**src/rtl/tern_pkg.sv**
```systemverilog
`timescale 1ns/1ps
package tern_pkg;

    // One ternary digit on two binary rails.
    typedef struct packed {
        logic pos;   // high for values 1 and 2
        logic neg;   // high for value 2 only
    } trit_t;

    localparam trit_t TRIT_ZERO = '{pos: 1'b0, neg: 1'b0};

    // Unused rail code: negative high while positive low.
    function automatic logic trit_bad(trit_t t);
        return t.neg & ~t.pos;
    endfunction

    // Rail value as a 2-bit number (0..2) for legal codes.
    function automatic logic [1:0] trit_weight(trit_t t);
        return {1'b0, t.pos} + {1'b0, t.neg};
    endfunction

endpackage

```
**src/rtl/tern_sum_stage.sv**
```systemverilog
`timescale 1ns/1ps
// Two-input modulo-3 sum, evaluated directly on the rails.
module tern_sum_stage
    import tern_pkg::*;
(
    input  trit_t x,
    input  trit_t y,
    output trit_t s
);
    logic x0, x1, x2, y0, y1, y2;
    logic r1, r2;

    always_comb begin
        x0 = ~x.pos;
        x1 = x.pos & ~x.neg;
        x2 = x.neg;
        y0 = ~y.pos;
        y1 = y.pos & ~y.neg;
        y2 = y.neg;
        // result is 1 for 0+1, 1+0, 2+2
        r1 = (x0 & y1) | (x1 & y0) | (x2 & y2);
        // result is 2 for 0+2, 1+1, 2+0
        r2 = (x0 & y2) | (x1 & y1) | (x2 & y0);
        s.pos = r1 | r2;
        s.neg = r2;
    end
endmodule

```
**src/rtl/tern_half_cell.sv**
```systemverilog
`timescale 1ns/1ps
// Lowest digit: two operands, no carry in.
module tern_half_cell
    import tern_pkg::*;
(
    input  trit_t a,
    input  trit_t b,
    output trit_t s,
    output trit_t cy
);
    tern_sum_stage u_sum (.x(a), .y(b), .s(s));

    // a+b >= 3 happens for 1+2, 2+1, 2+2; the carry can never be 2.
    always_comb begin
        cy.pos = (a.neg & b.pos) | (a.pos & b.neg);
        cy.neg = 1'b0;
    end
endmodule

```
**src/rtl/tern_full_cell.sv**
```systemverilog
`timescale 1ns/1ps
// Upper digit: two operands plus carry in.
module tern_full_cell
    import tern_pkg::*;
(
    input  trit_t a,
    input  trit_t b,
    input  trit_t ci,
    output trit_t s,
    output trit_t cy
);
    trit_t       part;
    logic [2:0]  total;

    // Sum: two modulo-3 stages in series.
    tern_sum_stage u_sum_ab (.x(a),    .y(b),  .s(part));
    tern_sum_stage u_sum_c  (.x(part), .y(ci), .s(s));

    // Carry depends only on the total of the three digits, formed from
    // the inputs directly (each rail contributes one unit of weight).
    always_comb begin
        total  = {1'b0, trit_weight(a)} + {1'b0, trit_weight(b)}
               + {1'b0, trit_weight(ci)};
        cy.pos = (total >= 3'd3);
        cy.neg = a.neg & b.neg & ci.neg;
    end
endmodule

```
**src/rtl/tern_ripple_adder.sv**
```systemverilog
`timescale 1ns/1ps
module tern_ripple_adder
    import tern_pkg::*;
#(
    parameter int DIGITS = 7
) (
    input  logic [DIGITS-1:0] a_pos,
    input  logic [DIGITS-1:0] a_neg,
    input  logic [DIGITS-1:0] b_pos,
    input  logic [DIGITS-1:0] b_neg,
    output logic [DIGITS-1:0] s_pos,
    output logic [DIGITS-1:0] s_neg,
    output logic              cout_pos,
    output logic              cout_neg,
    output logic              bad_code
);
    // cy_*[k] is the carry leaving digit k-1 and entering digit k.
    logic [DIGITS:1] cy_pos;
    logic [DIGITS:1] cy_neg;

    trit_t op_a [DIGITS];
    trit_t op_b [DIGITS];
    trit_t res  [DIGITS];
    trit_t cyo  [DIGITS];

    logic [DIGITS-1:0] bad_a, bad_b;

    for (genvar i = 0; i < DIGITS; i++) begin : g_digit
        assign op_a[i]  = '{pos: a_pos[i], neg: a_neg[i]};
        assign op_b[i]  = '{pos: b_pos[i], neg: b_neg[i]};
        assign bad_a[i] = trit_bad(op_a[i]);
        assign bad_b[i] = trit_bad(op_b[i]);
        assign s_pos[i] = res[i].pos;
        assign s_neg[i] = res[i].neg;
        assign cy_pos[i+1] = cyo[i].pos;
        assign cy_neg[i+1] = cyo[i].neg;

        if (i == 0) begin : g_low
            tern_half_cell u_cell (
                .a  (op_a[i]),
                .b  (op_b[i]),
                .s  (res[i]),
                .cy (cyo[i])
            );
        end else begin : g_up
            trit_t cin;
            assign cin = '{pos: cy_pos[i], neg: cy_neg[i]};
            tern_full_cell u_cell (
                .a  (op_a[i]),
                .b  (op_b[i]),
                .ci (cin),
                .s  (res[i]),
                .cy (cyo[i])
            );
        end
    end

    assign cout_pos = cy_pos[DIGITS];
    assign cout_neg = cy_neg[DIGITS];
    assign bad_code = (|bad_a) | (|bad_b);

endmodule

```
**config.mk**
```make
export PLATFORM = sky130hd
export DESIGN_NAME = tern_ripple_adder
export DESIGN_NICKNAME = d
export VERILOG_FILES = /design/src/rtl/tern_pkg.sv /design/src/rtl/tern_sum_stage.sv /design/src/rtl/tern_half_cell.sv /design/src/rtl/tern_full_cell.sv /design/src/rtl/tern_ripple_adder.sv
export SDC_FILE = /design/constraint.sdc
export NUM_CORES = 1
export LEC_CHECK = 0
export ABC_CLOCK_PERIOD_IN_PS = 13500
export BUFFER_PORTS_ARGS = -buffer_cell sky130_fd_sc_hd__buf_2
export CAP_MARGIN = 5
export CORE_MARGIN = 3
export CORE_UTILIZATION = 57
export DETAILED_ROUTE_END_ITERATION = 8
export PLACE_DENSITY = 0.85
export RECOVER_POWER = 25
export SETUP_SLACK_MARGIN = 0.1
export SYNTH_ARGS = -nofsm -noshare
export SYNTH_HDL_FRONTEND = slang
export SYNTH_HIERARCHICAL = 1
export SYNTH_SLANG_ARGS = --single-unit
```
**constraint.sdc**
```tcl
create_clock -name vclk -period 13.5
set_input_delay 0.675 -clock vclk [all_inputs]
set_output_delay 0.675 -clock vclk [all_outputs]
set_load 0.05 [all_outputs]
```
==> out/qor.yml <==
cpMostUsedCell: "inv_1"
die_area_mm2: 0.00367
wl_per_cell_um: 11.2
place_congestion: 0.759
synth-seq-area-share: 0
synth.top_cell.area_share: 0.212
die_x_um: 60.6
post_cts_resize_count: 0
fin_nets: 311
path_max_fanout: 8
vias_per_cell: 5.62
synth.most_common_cell: "inv_1"
crit_slowest_cell: "fa_1"
swShare: 0.686
clkbuf_count: 0
peakVddDrop_uv: 236
hp-class: "input pin to output pin"
maxSlewHeadroom: 0.435
use_met1: 0.264
met3_usage: 0.00638
numSequentialCells: 0
drtIter0Drc: 94
grt_pass1_vias: 1371
top_usage_layer: "met2"
core_area_mm2: 0.00281
nFillCells: 268
place_inst: 288
tightest_slew_ps: 837
period_share: 0.836
worstSetupPathType: "input pin to output pin"
globalRouteOverflowTotal: 0
route.detailed.drc: 0
rsz0062_at_grt: "false"
p_sw_w: 0.000235
post_cts_buffers: 0
numPortBuffers: 44
p_leak_nw: 0.979
yosysUniqueCellTypes: 17
wirelength_mm: 3.23
gr-usage-met2: 0.331
worstPathRequired_ps: 12820
min-delay-start: "a_neg[0]"
holdWs_ps: 1910
detailed_place_hpwl_mm: 2.72
dr.pass1.iters: 4
ys_warn_count: 6
final_util: 0.659
fin_setup_tns_ps: 0
yosys-top-cells-count: "inv_1 (62), and4b_1 (26), or2b_1 (26)"
rows: 19
ios: 45
cpPeakStageDelay_ps: 510
grt_usage: 0.185
ant_nets: 0
final_max_slew_viol_count: 0
cp-start-kind: "input pin"
initial_utilization: 0.606
die_y_um: 60.6
hold_buffers: 0
fmax_ghz: 0.0886
synthTopCellsByArea: "fa_1 (21%), and4b_1 (15%), inv_1 (14%)"
critPathLaunch: "a_neg[1]"
synth_area_per_cell_um2: 7.49
status: "completed"
antenna_found_initial: 0
final-hold-violation-count: 0
cp-endpoint: "cout_pos"
cap_violations: 0
via_count: 1619
period_minus_slack_ps: 11280
syn_inst: 227
final_cells: 288
grt_max_degree: 9
synth_nets: 279
area_delta_synth_final_pct: 8.76
power_density_mw_per_mm2: 186
total_power_w: 0.000343
setup_violations: 0
seq_area_um2: 0
drive_gt1_frac: 0.179
seqPwrFrac: 0
synth_largest_area_cell: "fa_1"
grt_pass1_wl_mm: 5.69
crit_arrival_ps: 10610
n_antenna_cell: 0
endpoint_kind: "output pin"
netlist_area_mm2: 0.00170
power.internal_w: 0.000108
clkPwrFrac: 0
share_comb_of_total_power: 1.000
==> stage by stage <==
| stage | setup slack [ps] | area (um2) |
|---|---|---|
| global placement | 2400 | 1850 |
| floorplan | 2810 | 1700 |
| finish | 2220 | 1850 |
| global route | 1650 | 1850 |
| detailed placement | 2170 | 1850 |
| CTS | 2170 | 1850 |
==> how the worst min path moves through the flow <==
stage | end | cells past startpoint
floorplan | s_neg[0] | 2
CTS | s_neg[0] | 3
detailed placement | s_neg[0] | 3
global placement | s_neg[0] | 3
finish | s_neg[0] | 3
global route | s_neg[0] | 3
==> layout make-up <==
type	count	area, um2	share of cell area
multi-input cells	151	1360	0.737
inverters	62	233	0.126
repair buffers	44	215	0.116
well taps	31	38.8	0.0210
==> per-layer routing <==
layer	up-vias	share of wire
li1	837	-
met1	749	0.47
met2	33	0.48
met3	0	0.046
met4	0	0
met5	-	0
==> power by group through the flow <==
stage	Combinational, W	Sequential (W)	Clock, W
4_1_cts	0.000345	0	0
6_report	0.000343	0	0
3_5_place_dp	0.000343	0	0
2_1_floorplan	0.000299	0	0
5_1_grt	0.000382	0	0
3_3_place_gp	0.000336	0	0
==> logic make-up (layout without fill, tap and decap cells) <==
kind of cell | Yosys count | in the layout | synth area share
adder cells (fa/ha/maj) | 24 | 24 | 0.256
AND/OR/NAND/NOR | 99 | 99 | 0.411
buffers and inverters | 76 | 106 | 0.199
AO/OA/AOI/OAI | 27 | 27 | 0.132
other | 1 | 1 | 0.00221
==> critical path, delay by kind of cell <==
| kind | cells | cell delay, ps |
|---|---|---|
| adder cells (fa/ha/maj) | 19 | 7040 |
| buffers and inverters | 20 | 1580 |
| AO/OA/AOI/OAI | 6 | 1330 |
==> cell usage in the layout (no fill, tap or decap) <==
| cell | synthesis | layout |
|---|---|---|
| clkbuf_1 | 0 | 4 |
| and4b_1 | 26 | 26 |
| o311ai_0 | 13 | 13 |
| nand3_1 | 1 | 1 |
| buf_2 | 0 | 40 |
| o22ai_1 | 5 | 5 |
| nor3_1 | 14 | 14 |
| nor4_1 | 13 | 13 |
| a221oi_1 | 2 | 2 |
| o21ai_2 | 6 | 6 |
| conb_1 | 1 | 1 |
| and3_1 | 6 | 6 |
| fa_1 | 18 | 18 |
| ha_1 | 6 | 6 |
| nand2_1 | 13 | 13 |
| inv_1 | 62 | 62 |
| or2b_1 | 26 | 26 |
| a22o_1 | 1 | 1 |
(Power assumes the default switching activity.)
